<file path="config.mk">
export PLATFORM = sky130hd
export DESIGN_NAME = dma_term_ctrl
export DESIGN_NICKNAME = d
export VERILOG_FILES = /design/src/rtl/dma_term_pkg.sv /design/src/rtl/dma_term_count.sv /design/src/rtl/dma_term_flags.sv /design/src/rtl/dma_term_ctrl.sv
export SDC_FILE = /design/constraint.sdc
export NUM_CORES = 1
export LEC_CHECK = 0
export ABC_CLOCK_PERIOD_IN_PS = 4490
export BUFFER_PORTS_ARGS = -buffer_cell sky130_fd_sc_hd__buf_2
export CORE_ASPECT_RATIO = 0.75
export CORE_MARGIN = 2
export CORE_UTILIZATION = 50
export DETAILED_ROUTE_END_ITERATION = 7
export GPL_ROUTABILITY_DRIVEN = 0
export HOLD_SLACK_MARGIN = 0.06
export PLACE_DENSITY = 0.82
export REMOVE_ABC_BUFFERS = 1
export SLEW_MARGIN = 20
export SYNTH_ARGS = -nofsm -noshare
export SYNTH_HDL_FRONTEND = slang
export SYNTH_SLANG_ARGS = --single-unit
</file>
<file path="constraint.sdc">
create_clock -name clk -period 4.49 [get_ports clk]
set_clock_uncertainty 0.05 [all_clocks]
set_input_delay 0.449 -clock clk [delete_from_list [all_inputs] [get_ports clk]]
set_output_delay 0.449 -clock clk [all_outputs]
set_load 0.005 [all_outputs]
</file>
<file path="src/rtl/dma_term_pkg.sv">
package dma_term_pkg;

    localparam int NUM_FLAGS = 4;

    localparam int FLG_DONE = 0;
    localparam int FLG_EOT  = 1;
    localparam int FLG_HALT = 2;
    localparam int FLG_OVF  = 3;

    typedef enum logic {
        ST_IDLE = 1'b0,
        ST_RUN  = 1'b1
    } run_state_e;

endpackage

</file>
<file path="src/rtl/dma_term_count.sv">
module dma_term_count #(
    parameter int CNT_W = 16,
    parameter int LEN_W = 11
) (
    input  logic             clk,
    input  logic             rst_n,
    input  logic             wipe,
    input  logic             load,
    input  logic [CNT_W-1:0] load_val,
    input  logic             take,
    input  logic [LEN_W-1:0] take_len,
    output logic [CNT_W-1:0] rem_q,
    output logic             hits_zero,
    output logic             overflow
);

    localparam int W = (CNT_W > LEN_W) ? CNT_W : LEN_W;

    typedef struct packed {
        logic [CNT_W-1:0] rem;
    } cnt_t;

    cnt_t cnt_d, cnt_q;
    logic [W-1:0] len_w, rem_w, acc_w, next_w;

    always_comb begin
        len_w     = W'(take_len);
        rem_w     = W'(cnt_q.rem);
        overflow  = len_w > rem_w;
        hits_zero = len_w >= rem_w;
        acc_w     = overflow ? rem_w : len_w;
        next_w    = rem_w - acc_w;
        cnt_d     = cnt_q;
        if (wipe) begin
            cnt_d.rem = '0;
        end else if (take) begin
            cnt_d.rem = next_w[CNT_W-1:0];
        end else if (load) begin
            cnt_d.rem = load_val;
        end
    end

    always_ff @(posedge clk or negedge rst_n) begin
        if (!rst_n) begin
            cnt_q <= '0;
        end else begin
            cnt_q <= cnt_d;
        end
    end

    assign rem_q = cnt_q.rem;

    assert_drain_to_zero_R13: assert property (@(posedge clk) disable iff (!rst_n)
        (!wipe && take && (len_w >= rem_w)) |=> (rem_q == '0));

endmodule

</file>
<file path="src/rtl/dma_term_flags.sv">
module dma_term_flags #(
    parameter int N = 4
) (
    input  logic         clk,
    input  logic         rst_n,
    input  logic         wipe,
    input  logic [N-1:0] set_i,
    input  logic [N-1:0] clr_i,
    input  logic [N-1:0] en_i,
    output logic [N-1:0] flags_q,
    output logic         irq
);

    typedef struct packed {
        logic [N-1:0] flags;
    } flg_t;

    flg_t flg_d, flg_q;

    always_comb begin
        flg_d = flg_q;
        if (wipe) begin
            flg_d.flags = '0;
        end else begin
            flg_d.flags = (flg_q.flags & ~clr_i) | set_i;
        end
    end

    always_ff @(posedge clk or negedge rst_n) begin
        if (!rst_n) begin
            flg_q <= '0;
        end else begin
            flg_q <= flg_d;
        end
    end

    assign flags_q = flg_q.flags;
    assign irq     = |(flg_q.flags & en_i);

    for (genvar k = 0; k < N; k++) begin : g_sticky
        assert_sticky_R9: assert property (@(posedge clk) disable iff (!rst_n)
            (!wipe && flags_q[k] && !clr_i[k]) |=> flags_q[k]);
        assert_set_wins_R9: assert property (@(posedge clk) disable iff (!rst_n)
            (!wipe && set_i[k]) |=> flags_q[k]);
    end

endmodule

</file>
<file path="src/rtl/dma_term_ctrl.sv">
module dma_term_ctrl
    import dma_term_pkg::*;
#(
    parameter int CNT_W = 16,
    parameter int LEN_W = 11
) (
    input  logic                 clk,
    input  logic                 rst_n,
    input  logic                 cmd_start,
    input  logic [CNT_W-1:0]     cmd_count,
    input  logic                 cmd_stop,
    input  logic                 cmd_reset,
    input  logic [LEN_W-1:0]     max_pkt,
    input  logic                 pkt_valid,
    input  logic [LEN_W-1:0]     pkt_len,
    input  logic [NUM_FLAGS-1:0] flag_clr,
    input  logic [NUM_FLAGS-1:0] irq_en,
    output logic                 busy,
    output logic [CNT_W-1:0]     remaining,
    output logic [NUM_FLAGS-1:0] reason,
    output logic                 irq
);

    typedef struct packed {
        run_state_e st;
    } ctl_t;

    ctl_t ctl_d, ctl_q;

    logic                 do_load, do_take, is_short;
    logic                 hits_zero, overflow;
    logic [NUM_FLAGS-1:0] set_v;

    always_comb begin
        ctl_d    = ctl_q;
        set_v    = '0;
        do_load  = 1'b0;
        do_take  = 1'b0;
        is_short = pkt_len < max_pkt;
        if (cmd_reset) begin
            ctl_d.st = ST_IDLE;
        end else if (ctl_q.st == ST_RUN) begin
            if (cmd_stop) begin
                ctl_d.st        = ST_IDLE;
                set_v[FLG_HALT] = 1'b1;
            end else if (pkt_valid) begin
                do_take         = 1'b1;
                set_v[FLG_EOT]  = is_short;
                set_v[FLG_DONE] = hits_zero;
                set_v[FLG_OVF]  = overflow;
                if (is_short || hits_zero) begin
                    ctl_d.st = ST_IDLE;
                end
            end
        end else if (cmd_start) begin
            if (cmd_count == '0) begin
                set_v[FLG_DONE] = 1'b1;
            end else begin
                do_load  = 1'b1;
                ctl_d.st = ST_RUN;
            end
        end
    end

    always_ff @(posedge clk or negedge rst_n) begin
        if (!rst_n) begin
            ctl_q <= '{st: ST_IDLE};
        end else begin
            ctl_q <= ctl_d;
        end
    end

    assign busy = (ctl_q.st == ST_RUN);

    dma_term_count #(
        .CNT_W(CNT_W),
        .LEN_W(LEN_W)
    ) u_count (
        .clk      (clk),
        .rst_n    (rst_n),
        .wipe     (cmd_reset),
        .load     (do_load),
        .load_val (cmd_count),
        .take     (do_take),
        .take_len (pkt_len),
        .rem_q    (remaining),
        .hits_zero(hits_zero),
        .overflow (overflow)
    );

    dma_term_flags #(
        .N(NUM_FLAGS)
    ) u_flags (
        .clk    (clk),
        .rst_n  (rst_n),
        .wipe   (cmd_reset),
        .set_i  (set_v),
        .clr_i  (flag_clr),
        .en_i   (irq_en),
        .flags_q(reason),
        .irq    (irq)
    );

    assert_stop_halts_R7: assert property (@(posedge clk) disable iff (!rst_n)
        (busy && cmd_stop && !cmd_reset) |=> (!busy && reason[FLG_HALT] && $stable(remaining)));

    assert_reset_cmd_R8: assert property (@(posedge clk) disable iff (!rst_n)
        cmd_reset |=> (!busy && reason == '0 && remaining == '0));

    assert_start_ignored_R11: assert property (@(posedge clk) disable iff (!rst_n)
        (busy && cmd_start && !cmd_stop && !cmd_reset && !pkt_valid) |=> (busy && $stable(remaining)));

    assert_short_ends_R5: assert property (@(posedge clk) disable iff (!rst_n)
        (busy && pkt_valid && (pkt_len < max_pkt) && !cmd_stop && !cmd_reset)
            |=> (!busy && reason[FLG_EOT]));

    assert_zero_start_R12: assert property (@(posedge clk) disable iff (!rst_n)
        (!busy && cmd_start && cmd_count == '0 && !cmd_reset) |=> (!busy && reason[FLG_DONE]));

endmodule

</file>
**Yosys cells after proc, flatten, opt, wreduce, memory -nomap -nowiden**

Cells that the tools add are included.

- Word-level logic and storage cells: 43
- Bits in registers: 21
- Input bits: 52

- Reduce and logical (&&, ||, !) cells: 4
- Order comparisons: 3
- Muxes and demuxes: 28
- Bitwise operators: 4
- Add/subtract/negate cells: 1

Operators with widths:

| kind | number |
|---|---|
| 2-to-1 mux 16 bit | 4 |
| 2-to-1 mux 1 bit | 19 |
| >= comparator 11 x 16 -> 1 bit | 1 |
| greater-than comparator 11 x 16 -> 1 bit | 1 |
| logical NOT 16 bit | 1 |
| subtractor 16 bit | 1 |
| < comparator 11 bit | 1 |
| AND 4 bit | 2 |
| 2-to-1 mux 4 bit | 2 |
| 2-to-1 mux 2 bit | 2 |
| NOT 4 bit | 1 |
| bitwise OR 4 bit | 1 |
| OR reduction 4 bit | 1 |
| 2-to-1 mux 3 bit | 1 |
| nonzero test 3 bit | 1 |
| logical OR 1 bit | 1 |

**Longest topological paths before layout**

- Depth after elaboration: 8
- Gate-level depth with buffers: 17
- Gate-level depth less buffers: 16

**Hierarchy**

A second synthesis with hierarchy kept.

- Cell total of the unflattened synthesis: 296
- Area total of the unflattened synthesis: 2391.0 sq um

By module, submodules not included:

| module | seq. area each (sq um) | area each (sq um) | cells an instance | instances |
|---|---|---|---|---|
| dma_term_count | 400.4 | 1820.5 | 223 | 1 |
| dma_term_ctrl | 25.0 | 391.6 | 54 | 1 |
| dma_term_flags | 100.1 | 178.9 | 19 | 1 |

**Worst setup path after synthesis**

OpenSTA, ideal clock, no wires.

- Kind: register -> register
- Start point: register u_count.cnt_q (netlist bit u_count.rem_q[1])
- End point: register u_count.cnt_q (netlist bit u_count.rem_q[14])
- Required time: 4.314 ns
- Clock period less this slack: 3.435 ns
- Setup time: 0.126 ns
- Setup slack: 1.055 ns
- Arrival time: 3.259 ns
- Stages on the path, launching flop included: 17
- Path through: dfrtp_1 -> inv_1 -> ha_1 -> nor2b_1 -> o211ai_2 -> a21oi_1 -> o311ai_4 -> buf_6 -> o21ai_1 -> ha_1 -> fa_1 -> nand2b_1 -> a21oi_1 -> o31ai_1 -> nand3b_1 -> a21oi_1 -> a311o_1

- Cells in the longest elaborated chain, start to end: 5

RTL lines:

| item | line | RTL |
|---|---|---|
| from (decl) | dma_term_count.sv:23 | `cnt_t cnt_d, cnt_q;` |
| from (signal assigned) | dma_term_count.sv:47 | `cnt_q <= cnt_d;` |
| greater-than comparator 11 x 16 -> 1 bit | dma_term_count.sv:29 | `overflow = len_w > rem_w;` |
| 2-to-1 mux 16 bit | dma_term_count.sv:31 | `acc_w = overflow ? rem_w : len_w;` |
| subtractor 16 bit (*) | dma_term_count.sv:32 | `next_w = rem_w - acc_w;` |
| 2-to-1 mux 16 bit (*) | dma_term_count.sv:36 | `end else if (take) begin` |
| 2-to-1 mux 16 bit (*) | dma_term_count.sv:34 | `if (wipe) begin` |

Every way passes the cells marked *; elsewhere a longest branch is shown, timed or not.
A chain may end at the register's enable or synchronous reset.

**Final worst setup path**

- Start point: register u_count.cnt_q (netlist bit u_count.rem_q[1])
- End point: register u_count.cnt_q (netlist bit u_count.rem_q[11])

The elaborated chain is that of the path after synthesis.

==> flow_metrics.env <==
export IMPL_slowest_stage="o311ai_4"
export IMPL_route_detailed_drc=0
export IMPL_clockBufferDepth=2
export IMPL_leakage_nw=1.38
export IMPL_fin_tns_setup_ns=0
export IMPL_fillCellCount=436
export IMPL_antenna_found_initial=0
export IMPL_cp_num_buf_inv=2
export IMPL_crit_family="compound AO/OA/AOI/OAI gates"
export IMPL_multiInputGateArea_um2=1720
export IMPL_synth_distinct_cells=50
export IMPL_drt_wl_total_mm=6.50
export IMPL_die_height_um=64.4
export IMPL_status="finished, final reports clean"
export IMPL_globalRouteTotalUtil=0.248
export IMPL_ff_latch_area_um2=526
export IMPL_critPathLaunchType="flop"
export IMPL_cts_sinks=21
export IMPL_grt_max_degree=27
export IMPL_post_cts_buffers=0
export IMPL_slew_viol_final=0
export IMPL_io_pins=74
export IMPL_avgSynthCellArea_um2=7.97
export IMPL_grt_pass1_vias=2368
export IMPL_ir_drop_uv=166
export IMPL_synth_edf_count=0
export IMPL_postCtsHoldBufs=0
export IMPL_clk_pin_slew_ns=0.09
export IMPL_insertion_delay_ns=0.27
export IMPL_yosys_warnings=0
export IMPL_switching_share=0.415
export IMPL_drive_above_1_share=0.247
export IMPL_initial_core_util=0.532
export IMPL_area_growth_pct=17.4
export IMPL_yosys_top_cells_count="41 x nor2_1, 33 x a21oi_1, 32 x ha_1"
export IMPL_synth_top_area_cell="dfrtp_1"
export IMPL_core_um2=4570
export IMPL_async_reset_ff_frac=1.00
export IMPL_vias=2559
export IMPL_cts_made_buffers=3
export IMPL_crit_type="flop to flop"
export IMPL_yosysMostFrequentCell="nor2_1"
export IMPL_vias_per_cell=5.95
export IMPL_syn_inst=305
export IMPL_cts_resized=0
export IMPL_rr_startpoint="u_count.rem_q[1]"
export IMPL_worstMarginPinSlew_ns=0.893
export IMPL_dr_pass1_iters=5
export IMPL_die_w_um=84.5
export IMPL_finalSetupViolations=0
export IMPL_cts_root_buf="clkbuf_8"
export IMPL_pwr_share_seq=0.301
export IMPL_maxSlewHeadroom=0.404
export IMPL_synth_ff_type="dfrtp_1"
export IMPL_cts_tree="yes"
export IMPL_synth_top_area_frac=0.216
export IMPL_dieArea_um2=5440
export IMPL_io_buffers=73
export IMPL_finalHoldViolCount=0
export IMPL_worstPathRequired_ns=4.62
export IMPL_synth_area_top_cells="dfrtp_1 22%, ha_1 16%, a21oi_1 6.8%, nor2_1 6.3%, a211oi_1 5.9%"
export IMPL_diodes=0
export IMPL_syn_area_um2=2430
export IMPL_grt_pass1_wl_mm=11.0
export IMPL_final_min_clock_period_ns=3.87
export IMPL_finalPower_uw=722
export IMPL_clkPwrFrac=0.184
export IMPL_yosysSeqAreaShare=0.216
export IMPL_endpoint_kind="flop"
export IMPL_drv_cap=0
export IMPL_fin_crit_sh=0.863
export IMPL_switchingPower_uw=300
export IMPL_htree_levels=1
export IMPL_whs_ns=0.0894
export IMPL_rsz0062_at_grt="false"
export IMPL_dpl_hpwl_mm=5.31
export IMPL_drt_iter0_markers=214
export IMPL_synth_ff_latch_count=21
export IMPL_wire_per_inst_um=15.1
export IMPL_drtAntennaViolNets=0
export IMPL_critPathLaunch="u_count.rem_q[1]"
export IMPL_fin_nets=459
export IMPL_row_count=21
export IMPL_grt_overflow_total=0
export IMPL_cp_arrival_ns=4.00
export IMPL_p_comb_frac=0.514
export IMPL_critical_path_max_stage_delay_ns=0.48
export IMPL_power_density_nw_per_um2=253
export IMPL_hp_class="primary input to async pin"
export IMPL_fmax_mhz=258
export IMPL_internal_power_uw=422
export IMPL_path_cells="inv_1 > ha_1 > nor2b_1 > o211ai_2 > a21oi_1 > o311ai_4 > buf_4 > nor2_1 > a21oi_1 > ha_1 > a21o_1 > a31oi_1 > o21ai_0 > a21oi_4 > a221oi_1 > a311oi_1"
export IMPL_crit_fanout=16
## worst paths after layout
kind	endpoint	cells after the start	slack, ns
setup / recovery	u_count.rem_q[11]	16	0.62
hold / removal	u_count.rem_q[12]	1	0.09
setup reg to reg	u_count.rem_q[11]	16	0.62
hold reg to reg	u_flags.flags_q[2]	2	0.52
max in group asynchronous	u_count.rem_q[6]	1	3.94
min in group clk	busy	2	0.33
## layer usage
metal	track usage	share of wire	up-vias
met5	0	0	-
met4	0.0298	0.0091	0
met3	0.0362	0.10	8
met2	0.411	0.45	132
met1	0.352	0.44	1164
li1	-	-	1255
## layout by cell type, fill, tap and decap left out, drive strengths merged, types with 2 or more instances in the layout
cell / count
buf: 75
nor2: 41
a21oi: 34
ha: 32
inv: 29
dfrtp: 21
a211oi: 19
nand2: 18
o21ai: 18
nor4: 10
nand2b: 8
nand3: 7
nor3: 5
nor2b: 4
o21a: 4
nand4: 3
nand3b: 3
a311o: 3
a21o: 3
xor2: 3
clkbuf: 3
o211ai: 3
a2bb2oi: 2
a22oi: 2
a311oi: 2
a31oi: 2
mux2i: 2
xnor2: 2
o31ai: 2
## cell type report
cell class	instances	share of cell area
tap	57	0.0250
clock inverter	1	0.00175
multi-input combinational	244	0.603
inverter	29	0.0381
clock buffer	3	0.0145
timing repair buffer	75	0.133
sequential	21	0.184
## registers in the layout, indices dropped and copies added (netlist names)
name             count
u_flags.flags_q      4
u_count.rem_q       16
busy                 1
## stage by stage
step	utilization	cell area (µm²)	std cells	worst slack (ns)
global route	0.625	2860	430	0.274
finish	0.625	2860	430	0.616
global placement	0.614	2810	426	0.757
floorplan	-	2360	294	0.883
detailed placement	0.614	2810	426	0.655
CTS	0.625	2860	430	0.651
## kinds of logic (layout without fill, tap and decap cells)
group | Yosys count | count (layout) | share of synthesized area
adders and majority gates | 33 | 33 | 0.173
buffers and inverters | 40 | 108 | 0.0751
and+or+nand+nor | 105 | 105 | 0.232
muxes | 2 | 2 | 0.00824
xor gates and xnor gates | 5 | 5 | 0.0180
AOI/OAI and AO/OA | 99 | 99 | 0.277
DFF | 21 | 21 | 0.216
## worst register-to-register path, cell delays in order, from the launching register on
cell,delay (ns)
dfrtp_1,0.41
inv_1,0.16
ha_1,0.27
nor2b_1,0.14
o211ai_2,0.13
a21oi_1,0.13
o311ai_4,0.48
buf_4,0.29
nor2_1,0.06
a21oi_1,0.13
ha_1,0.30
a21o_1,0.21
a31oi_1,0.19
o21ai_0,0.16
a21oi_4,0.22
a221oi_1,0.12
a311oi_1,0.30
## power groups by stage
stage / Sequential [mW] / Clock [mW] / Combinational (mW)
5_1_grt: 0.220 / 0.145 / 0.419
6_report: 0.217 / 0.133 / 0.371
3_3_place_gp: 0.220 / 0 / 0.355
2_1_floorplan: 0.219 / 0 / 0.252
4_1_cts: 0.217 / 0.136 / 0.368
3_5_place_dp: 0.221 / 0 / 0.366
(Power assumes the default switching activity.)
